[config.mk]
export PLATFORM = sky130hd
export DESIGN_NAME = tmr_cmp_irq
export DESIGN_NICKNAME = d
export VERILOG_FILES = /design/src/rtl/tmr_pkg.sv /design/src/rtl/tmr_counter.sv /design/src/rtl/tmr_flags.sv /design/src/rtl/tmr_regs.sv /design/src/rtl/tmr_cmp_irq.sv
export SDC_FILE = /design/constraint.sdc
export NUM_CORES = 1
export LEC_CHECK = 0
export ABC_CLOCK_PERIOD_IN_PS = 2200
export CORE_MARGIN = 4
export CORE_UTILIZATION = 48
export CTS_CLUSTER_DIAMETER = 30
export DETAILED_ROUTE_END_ITERATION = 8
export PLACE_DENSITY = 0.9
export SYNTH_ARGS = -nofsm -noshare
export SYNTH_HDL_FRONTEND = slang
export SYNTH_SLANG_ARGS = --single-unit
[constraint.sdc]
create_clock -name clk -period 2.2 [get_ports clk]
set_input_delay 0.33 -clock clk [delete_from_list [all_inputs] [get_ports clk]]
set_output_delay 0.33 -clock clk [all_outputs]
set_load 0.005 [all_outputs]
[src/rtl/tmr_pkg.sv]
package tmr_pkg;
  localparam int TMR_W    = 8;
  localparam int TMR_NSRC = 2;
  localparam int SRC_OVF  = 0;
  localparam int SRC_CMP  = 1;

  typedef enum logic [1:0] {
    A_CMP  = 2'd0,
    A_MASK = 2'd1,
    A_FLAG = 2'd2,
    A_CNT  = 2'd3
  } tmr_addr_e;
endpackage

[src/rtl/tmr_counter.sv]
module tmr_counter #(
  parameter int W = tmr_pkg::TMR_W
) (
  input  logic         clk,
  input  logic         rst_n,
  input  logic         mode_pc,
  output logic [W-1:0] count,
  output logic         ovf_hit
);
  localparam logic [W-1:0] CNT_MAX = '1;
  localparam logic [W-1:0] CNT_MIN = '0;
  localparam logic [W-1:0] ONE     = W'(1);

  logic         dir_dn;
  logic         at_top, at_bot;
  logic [W-1:0] cnt_nxt;
  logic         dir_nxt;

  always_comb begin
    at_top = (count == CNT_MAX);
    at_bot = (count == CNT_MIN);
    // overflow event: wrap in plain mode, bottom turnaround in phase-correct
    ovf_hit = mode_pc ? (at_bot && dir_dn) : at_top;
  end

  always_comb begin
    cnt_nxt = count + ONE;
    dir_nxt = 1'b0;
    if (mode_pc) begin
      if (!dir_dn) begin
        if (at_top) begin
          cnt_nxt = count - ONE;
          dir_nxt = 1'b1;
        end
      end else begin
        if (at_bot) begin
          cnt_nxt = count + ONE;
          dir_nxt = 1'b0;
        end else begin
          cnt_nxt = count - ONE;
          dir_nxt = 1'b1;
        end
      end
    end
  end

  always_ff @(posedge clk or negedge rst_n) begin
    if (!rst_n) begin
      count  <= '0;
      dir_dn <= 1'b0;
    end else begin
      count  <= cnt_nxt;
      dir_dn <= dir_nxt;
    end
  end
endmodule

[src/rtl/tmr_flags.sv]
module tmr_flags #(
  parameter int N = tmr_pkg::TMR_NSRC
) (
  input  logic         clk,
  input  logic         rst_n,
  input  logic [N-1:0] set_evt,
  input  logic [N-1:0] clr_wr,
  input  logic [N-1:0] clr_ack,
  output logic [N-1:0] flag_q
);
  for (genvar i = 0; i < N; i++) begin : g_flag
    logic nxt;
    // set has priority over any clear in the same cycle
    always_comb nxt = set_evt[i] | (flag_q[i] & ~(clr_wr[i] | clr_ack[i]));
    always_ff @(posedge clk or negedge rst_n) begin
      if (!rst_n) flag_q[i] <= 1'b0;
      else        flag_q[i] <= nxt;
    end
  end
endmodule

[src/rtl/tmr_regs.sv]
module tmr_regs #(
  parameter int W = tmr_pkg::TMR_W,
  parameter int N = tmr_pkg::TMR_NSRC
) (
  input  logic         clk,
  input  logic         rst_n,
  input  logic [1:0]   bus_addr,
  input  logic         bus_wr,
  input  logic [W-1:0] bus_wdata,
  input  logic [W-1:0] count,
  input  logic [N-1:0] flag_q,
  output logic [W-1:0] cmp_val,
  output logic [N-1:0] mask_q,
  output logic [N-1:0] flag_w1c,
  output logic [W-1:0] bus_rdata
);
  import tmr_pkg::*;
  localparam int PAD = W - N;

  logic wr_cmp, wr_mask, wr_flag;

  always_comb begin
    wr_cmp   = bus_wr && (bus_addr == A_CMP);
    wr_mask  = bus_wr && (bus_addr == A_MASK);
    wr_flag  = bus_wr && (bus_addr == A_FLAG);
    flag_w1c = wr_flag ? bus_wdata[N-1:0] : '0;
  end

  always_ff @(posedge clk or negedge rst_n) begin
    if (!rst_n) begin
      cmp_val <= '0;
      mask_q  <= '0;
    end else begin
      if (wr_cmp)  cmp_val <= bus_wdata;
      if (wr_mask) mask_q  <= bus_wdata[N-1:0];
    end
  end

  always_comb begin
    unique case (bus_addr)
      A_CMP:   bus_rdata = cmp_val;
      A_MASK:  bus_rdata = {{PAD{1'b0}}, mask_q};
      A_FLAG:  bus_rdata = {{PAD{1'b0}}, flag_q};
      default: bus_rdata = count;
    endcase
  end
endmodule

[src/rtl/tmr_cmp_irq.sv]
module tmr_cmp_irq #(
  parameter int W = tmr_pkg::TMR_W,
  parameter int N = tmr_pkg::TMR_NSRC
) (
  input  logic         clk,
  input  logic         rst_n,
  input  logic         mode_pc,
  input  logic         gie,
  input  logic [1:0]   bus_addr,
  input  logic         bus_wr,
  input  logic [W-1:0] bus_wdata,
  output logic [W-1:0] bus_rdata,
  input  logic [N-1:0] ack,
  output logic [N-1:0] irq,
  output logic [W-1:0] count
);
  import tmr_pkg::*;

  logic         ovf_hit;
  logic         cmp_hit;
  logic [W-1:0] cmp_val;
  logic [N-1:0] mask_q;
  logic [N-1:0] flag_q;
  logic [N-1:0] flag_w1c;
  logic [N-1:0] set_evt;

  tmr_counter #(.W(W)) u_cnt (
    .clk     (clk),
    .rst_n   (rst_n),
    .mode_pc (mode_pc),
    .count   (count),
    .ovf_hit (ovf_hit)
  );

  always_comb begin
    cmp_hit          = (count == cmp_val);
    set_evt          = '0;
    set_evt[SRC_OVF] = ovf_hit;
    set_evt[SRC_CMP] = cmp_hit;
  end

  tmr_regs #(.W(W), .N(N)) u_regs (
    .clk       (clk),
    .rst_n     (rst_n),
    .bus_addr  (bus_addr),
    .bus_wr    (bus_wr),
    .bus_wdata (bus_wdata),
    .count     (count),
    .flag_q    (flag_q),
    .cmp_val   (cmp_val),
    .mask_q    (mask_q),
    .flag_w1c  (flag_w1c),
    .bus_rdata (bus_rdata)
  );

  tmr_flags #(.N(N)) u_flags (
    .clk     (clk),
    .rst_n   (rst_n),
    .set_evt (set_evt),
    .clr_wr  (flag_w1c),
    .clr_ack (ack),
    .flag_q  (flag_q)
  );

  always_comb irq = {N{gie}} & mask_q & flag_q;
endmodule

======== After elaboration in Yosys (flattened, before gate mapping) ========
Cells that the tools add are included.
storage, ports and cells
  word-level logic and storage cells ...... 39
  bits of input ports ..................... 17
  output and inout bits ................... 18
  flip-flop bits (word level) ............. 21
operators by class
  equality and inequality tests ........... 4
  multiplexer cells ....................... 11
  bitwise gates (word level) .............. 10
  $add $sub $neg .......................... 2
  reduce and logical (&&, ||, !) cells .... 6
operator list
  kind                                               number
  two-way mux 8 bit                                  4
  case mux 8 bit (3 select lines)                    1
  adder 8 x 1 -> 8 bit (second input constant)       1
  == test 8 bit                                      1
  == test 8 bit (second input constant)              1
  logical NOT 8 bit                                  1
  subtractor 8 x 1 -> 8 bit (second input constant)  1
  two-way mux 1 bit                                  5
  AND 2 bit                                          2
  logical AND 1 bit                                  4
  bitwise OR 1 bit                                   4
  AND 1 bit                                          2
  == test 2 x 1 -> 1 bit (second input constant)     1
  == test 2 bit (second input constant)              1
  logical NOT 2 bit                                  1
  two-way mux 2 bit                                  1
  inverter 1 bit                                     2

======== Depth between registers and ports, before layout ========
Gate-level depths: netlist of run 1.
  word-level depth ........................ 7
  depth in mapped cells ................... 6

======== Cells and area by module ========
From an unflattened synthesis of run 1, not the netlist that was laid out.
unflattened totals
  cell total of the unflattened synthesis .. 138
  area, all modules ....................... 1,450.1 µm²
by module, submodules not included
  module       cells each  area an instance (µm²)  times used
  tmr_counter  81          738.2                   1
  tmr_regs     38          540.5                   1
  tmr_cmp_irq  13          98.8                    1
  tmr_flags    6           72.6                    1

======== Worst setup path before layout of run 1 ========
Ideal clock, no wire load.
  path kind ............................... register to register
  start ................................... reg u_cnt.count[0]
  end ..................................... reg u_cnt.count[7]
  stages on the path, launching flop included .. 7
  setup time .............................. 0.132 ns
  setup slack ............................. 0.303 ns
  arrival time ............................ 1.765 ns
  required time ........................... 2.068 ns
  clock period less this slack ............ 1.897 ns
  cells stage by stage .................... dfrtp_1 ha_1 and3_2 and3_1 a41oi_4 mux2i_1 xnor2_1
on the way
  word-level cells in the longest chain between the ends .. 4
  elaborated cells between the ends (all ways) .. 8
RTL lines
  what                                          line                                  text
  from (decl)                                   tmr_counter.sv:7                      output logic [W-1:0] count,
  from (signal assigned)                        tmr_counter.sv:52                     count <= cnt_nxt;
  adder 8 x 1 -> 8 bit (tied with other cells)  tmr_counter.sv:27, tmr_counter.sv:37
  two-way mux 8 bit, on equally long branches   tmr_counter.sv:31, tmr_counter.sv:36
  two-way mux 8 bit                             tmr_counter.sv:30                     if (!dir_dn) begin
  two-way mux 8 bit (*)                         tmr_counter.sv:29                     if (mode_pc) begin
  named net u_cnt.cnt_nxt[7]                    tmr_counter.sv:16                     logic [W-1:0] cnt_nxt;
Mark *: on every way through the listed nets, which the timed path passes. The rest lies on a longest branch.
A chain may end at the register's enable or synchronous reset.

======== Worst setup path after layout of run 1 ========
  start ................................... reg u_cnt.count[0]
  end ..................................... out bus_rdata[0]
on the way
  word-level cells in the longest chain between the ends .. 1
RTL lines
  what                             line               text
  case mux 8 bit (3 select lines)  tmr_regs.sv:40     unique case (bus_addr)
  to (decl)                        tmr_cmp_irq.sv:12  output logic [W-1:0] bus_rdata,
Every way passes these cells.

==> results.tsv, run 1 <==
metric	value	unit
grt_max_degree	22	
required	1.87	ns
n_antenna_cell	0	
clock_latency	0.29	ns
synth_enable_flop_cells	0	
cts_max_level	1	
ys_async_sr_fraction	1.00	
ys_types	34	
final_nets	178	
yosysTopAreaCellShare	0.407	
worstMarginPinSlew	0.415	ns
synth.area.top_cells	dfrtp_1 (41%), xnor2_1 (8.8%), mux2_2 (8.7%), mux4_2 (3.5%), a22o_1 (3.4%)	
hold_viol_final	0	
slowest_delay	0.46	ns
syn_nets	136	
antenna_found_initial	0	
gp_congestion	0.836	
avgRoutedWirePerCell	15.6	um
clockBufferDepth	2	
critPathLaunchType	flop	
finalSetupViolations	0	
path_cells	buf_4, mux4_2, clkdlybuf4s50_1	
die-area	3590	um^2
chipHeight	59.9	um
cap_violations	0	
p_switching	198	uW
seq_area	526	um^2
yosysTopAreaCell	dfrtp_1	
netlist_area	1290	um^2
post-route-util	0.688	
totalNegativeSetupSlack	0	ns
cts_sinks	21	
start_util	0.512	
synth_cells	116	
cp_slowest_cell	mux4_2	
grtUsageTotal	0.174	
switching_share	0.245	
p_clk_frac	0.226	
synth.top_cells.by_count	dfrtp_1 (21), xnor2_1 (13), mux2_2 (10)	
worst_hold_slack	0.366	ns
via_per_inst	5.57	
synthToLayoutAreaGrowth	34.4	%
cts_tree	built	
die_w	59.9	um
drtIter0Drc	30	
reg2reg_setup_slack	0.21	ns
end_kind	output port	
max-vdd-ir-drop	0.369	mV
critPathKind	flop to output port	
wl	2.91	mm
status	finished, final reports clean	
comb_power_share	0.211	
cts-root-buf	clkbuf_4	
std_cell_rows	18	
place_ws	0.00869	ns
fin_area	1740	um^2
fill_cells	194	
vias	1041	
timing.final.crit_period	2.11	ns
power_density	464	nW/um^2
crit_fanout	8	
place_area	1710	um^2
slew_headroom	0.722	
numCtsBuffers	3	
seqPwrFrac	0.563	
ys_warn_count	0	
cp.arrival	1.78	ns
hold_buffers	0	
drive_above_1_share	0.204	
drt_pre_antenna_iters	4	
ios	35	
grt-ovfl-total	0	
multiInputGateArea	704	um^2
fmax	473	MHz
dpl.hpwl	2.34	mm
min-delay-path-class	input port to asynchronous set/reset pin	
path_clk_slew	0.11	ns
antenna_left	0	
portBuffers	34	
finalClockSkew	0.00329	ns
grt_setup_unrepaired	no	
synthFlopType	dfrtp_1	
intPower	608	uW
p_leak	0.000759	uW
synth.most_common_cell	dfrtp_1	
avgSynthCellArea	11.1	um^2
period_share	0.960	
slew_viol_final	0	
yosysSeqAreaShare	0.407	
grt_pass1_vias	1079	
synth-seq-cells	21	
drc	0	
grt_pass1_wl	4.66	mm
core_area	2520	um^2
setup_ws	0.0877	ns
through the flow:
stage | power (uW) | instances
after global routing | 851 | 187
final | 806 | 187
after global placement | 626 | 183
after detailed placement | 633 | 183
after floorplan | 539 | 116
after CTS | 813 | 187
path summary, 6_finish.rpt:
kind | startpoint | endpoint | depth (start not counted)
worst max register to register | u_cnt.count[0]$_DFF_PN0_ | u_cnt.count[3]$_DFF_PN0_ | 6
worst min register to register | u_regs.mask_q[1]$_DFFE_PN0P_ | u_regs.mask_q[1]$_DFFE_PN0P_ | 1
min in group clk | bus_addr[0] | u_regs.mask_q[0]$_DFFE_PN0P_ | 3
worst min-delay path | rst_n | u_cnt.count[2]$_DFF_PN0_ | 2
worst max-delay path | u_cnt.count[0]$_DFF_PN0_ | bus_rdata[0] | 3
max in group asynchronous | rst_n | u_cnt.count[5]$_DFF_PN0_ | 2
worst max-delay path: cells and delay by family, from the launching register on:
family / cells / cell delay, ns
buffers and inverters: 2 / 0.62
flip-flops: 1 / 0.41
multiplexers: 1 / 0.46
registers in the layout, summed over array words and instances, names as in the netlist:
name / flops
u_cnt.dir_dn: 1
u_flags.flag_q: 2
u_cnt.count: 8
u_regs.cmp_val: 8
u_regs.mask_q: 2
routing by layer:
layer	track usage	vias to the layer above	wire, um
met3	0.0238	2	143
li1	-	503	-
met4	0.0665	0	21
met2	0.310	28	1540
met5	0	-	0
met1	0.209	508	1200
logic make-up (layout without fill, tap and decap cells):
kind of cell,after synthesis,after routing,synth area share
AOI/OAI and AO/OA,16,16,0.113
buffers and inverters,12,53,0.0484
DFF,21,21,0.407
adders and majority gates,3,3,0.0290
and+or+nand+nor,35,35,0.162
muxes,16,16,0.153
xor gates and xnor gates,13,13,0.0881
cell type report:
class / count / area share
inverters: 4 / 0.00865
flip-flops and latches: 21 / 0.303
multi-input cells: 83 / 0.406
repair buffers: 45 / 0.246
clock buffers: 4 / 0.0151
well taps: 30 / 0.0216
repair_timing:
item                                    CTS  global route
endpoints found under the setup margin    0             7
setup buffers                             0             0
endpoints found under the hold margin     0             0
resized for setup                         0             2
power groups by stage:
| stage | Clock (uW) | Combinational, uW | Sequential, uW |
|---|---|---|---|
| final | 182 | 170 | 453 |
| after global routing | 208 | 184 | 458 |
| after CTS | 188 | 173 | 453 |
| after detailed placement | 0 | 171 | 461 |
| after global placement | 0 | 167 | 458 |
| after floorplan | 0 | 87.1 | 452 |
cells in the final DEF (no fill, tap or decap), drive strengths merged, types with 2 or more instances in the layout:
cell type and count:
mux4 2, nand3 5, ha 3, nand2 6, and2 2, nor3 2, dlymetal6s2s 2, nand4 3
and3 6, buf 11, xnor2 13, nand3b 3, mux2 10, inv 4, mux2i 4, clkdlybuf4s50 32
a21oi 2, o21ai 2, nor2 4, dfrtp 21, a22o 6, clkbuf 4
Power figures use the tool's default switching activity.
==> inputs of run 2 (changes only) <==
--- a/config.mk
+++ b/config.mk
@@ -8,9 +8,10 @@
 export ABC_CLOCK_PERIOD_IN_PS = 2200
 export CORE_MARGIN = 4
 export CORE_UTILIZATION = 48
-export CTS_CLUSTER_DIAMETER = 30
+export CTS_CLUSTER_DIAMETER = 200
 export DETAILED_ROUTE_END_ITERATION = 8
 export PLACE_DENSITY = 0.9
 export SYNTH_ARGS = -nofsm -noshare
 export SYNTH_HDL_FRONTEND = slang
 export SYNTH_SLANG_ARGS = --single-unit
+export TNS_END_PERCENT = 1
==> results of run 2 <==
No change in the layout: final DEF, timing and power equal those of run 1.
==> inputs of run 3 (changes only) <==
--- a/config.mk
+++ b/config.mk
@@ -6,11 +6,13 @@
 export NUM_CORES = 1
 export LEC_CHECK = 0
 export ABC_CLOCK_PERIOD_IN_PS = 2200
+export CAP_MARGIN = 20
 export CORE_MARGIN = 4
 export CORE_UTILIZATION = 48
 export CTS_CLUSTER_DIAMETER = 200
 export DETAILED_ROUTE_END_ITERATION = 8
 export PLACE_DENSITY = 0.9
+export RECOVER_POWER = 50
 export SYNTH_ARGS = -nofsm -noshare
 export SYNTH_HDL_FRONTEND = slang
 export SYNTH_SLANG_ARGS = --single-unit
==> results.tsv, run 3 (same netlist as run 1, synthesis figures left out) <==
metric	value	unit	change
portBuffers	34		unchanged
final_cell_mix	clkdlybuf4s50_1 (30), dfrtp_1 (21), xnor2_1 (13), mux2_2 (10), buf_4 (8)		
totalNegativeSetupSlack	0	ns	unchanged
p_clk_frac	0.225		about the same
setup_ws	0.0867	ns	-0.000960 ns
crit_family	buffers and inverters		
comb_power_share	0.208		-0.003
numCtsBuffers	3		unchanged
core_area	2520	um^2	unchanged
ios	35		unchanged
grt_pass1_vias	1079		unchanged
worst_hold_slack	0.540	ns	+0.174 ns
max-vdd-ir-drop	0.364	mV	-1.3%
place_ws	0.00869	ns	unchanged
critPathLaunchType	flop		
worstMarginPinSlew	1.11	ns	+0.698 ns
critPathKind	flop to output port		
cts_sinks	21		unchanged
cts_tree	built		
synthToLayoutAreaGrowth	33.5	%	
required	1.87	ns	about the same
fill_cells	196		+1.0%
cts-root-buf	clkbuf_4		
crit_fanout	8		unchanged
finalClockSkew	0.00197	ns	-0.00133 ns
path_cells	buf_4, mux4_2, clkdlybuf4s50_1		
status	finished, final reports clean		
grt-ovfl-total	0		unchanged
hold_buffers	0		unchanged
grt_pass1_wl	4.66	mm	unchanged
drt_pre_antenna_iters	4		unchanged
cp.arrival	1.78	ns	about the same
cts_resized	0		unchanged
power_density	464	nW/um^2	about the same
gp_congestion	0.836		unchanged
fmax	473	MHz	about the same
intPower	605	uW	-0.54%
path_buf_inv	2		unchanged
chipHeight	59.9	um	unchanged
clockBufferDepth	2		unchanged
slew_viol_final	0		unchanged
period_share	0.961		about the same
avgRoutedWirePerCell	15.5	um	-0.21%
hold_viol_final	0		unchanged
dp_cells	183		unchanged
drive_above_1_share	0.185		-0.0191
antenna_found_initial	0		unchanged
n_antenna_cell	0		unchanged
die_w	59.9	um	unchanged
grt_max_degree	22		unchanged
antenna_left	0		unchanged
grt_setup_unrepaired	no		
die-area	3590	um^2	unchanged
grtUsageTotal	0.174		unchanged
timing.final.crit_period	2.11	ns	+0.000960 ns
drc	0		unchanged
switching_share	0.244		-0.00103
clock_latency	0.29	ns	about the same
slowest_delay	0.46	ns	about the same
std_cell_rows	18		unchanged
final_common_cell	clkdlybuf4s50_1		
cp_slowest_cell	mux4_2		
top_regs	u_cnt.count: 8 flops, u_regs.cmp_val: 8 flops		
seqPwrFrac	0.566		+0.003
fin_cells	187		unchanged
min-delay-path-class	input port to flop		
cts_setup_buffers	0		unchanged
cts_max_level	1		unchanged
wl	2.90	mm	-0.21%
finalSetupViolations	0		unchanged
start_util	0.512		unchanged
drtIter0Drc	35		+17%
slew_headroom	0.258		-0.465
via_per_inst	5.56		-0.19%
p_leak	0.000747	uW	-1.5%
vias	1039		-0.19%
end_kind	output port		
p_switching	196	uW	-1.1%
dpl.hpwl	2.34	mm	unchanged
final_nets	178		unchanged
post-route-util	0.684		-0.00446
path_clk_slew	0.11	ns	about the same
cap_violations	0		unchanged
-- run 3: worst reg2reg max path, cell delays in order, from the launching register on --
cell     delay, ns
dfrtp_1       0.41
ha_1          0.23
and3_2        0.20
and3_1        0.24
a41oi_4       0.42
mux2i_1       0.29
xnor2_1       0.14
-- run 3: per-stage QoR --
stage / total power (uW) / cell area [um^2]
floorplan: 539 / 1290
global placement: 626 / 1710
detailed placement: 633 / 1710
CTS: 813 / 1730
global route: 848 / 1730
finish: 800 / 1730
-- run 3: cell type report --
type	count	area (um^2)	area share
clock buffers	4	26.3	0.0152
inverters	4	15.0	0.00870
multi-input cells	83	704	0.408
flip-flops and latches	21	526	0.305
well taps	30	37.5	0.0218
repair buffers	45	417	0.241
-- run 3: metal layers --
| metal | routed length, um | GRT usage |
|---|---|---|
| met4 | 21 | 0.0665 |
| met5 | 0 | 0 |
| met1 | 1200 | 0.209 |
| met2 | 1540 | 0.310 |
| met3 | 141 | 0.0238 |
-- run 3: worst paths after layout --
path | from | endpoint | slack (ns) | depth (start not counted)
max | u_cnt.count[0]$_DFF_PN0_ | bus_rdata[0] | 0.09 | 3
max in group asynchronous | rst_n | u_flags.flag_q[1]$_DFF_PN0_ | 0.79 | 2
min reg2reg | u_regs.mask_q[0]$_DFFE_PN0P_ | u_regs.mask_q[0]$_DFFE_PN0P_ | 0.55 | 1
min in group asynchronous | rst_n | u_cnt.count[2]$_DFF_PN0_ | 0.75 | 2
min | bus_addr[0] | u_regs.mask_q[0]$_DFFE_PN0P_ | 0.54 | 3
max reg2reg | u_cnt.count[0]$_DFF_PN0_ | u_cnt.count[3]$_DFF_PN0_ | 0.21 | 6
-- run 3: power by group through the flow --
stage	Combinational (uW)	Clock (uW)	Sequential [uW]
floorplan	87.1	0	452
global placement	167	0	458
detailed placement	171	0	461
CTS	173	188	453
global route	181	208	458
finish	167	180	453
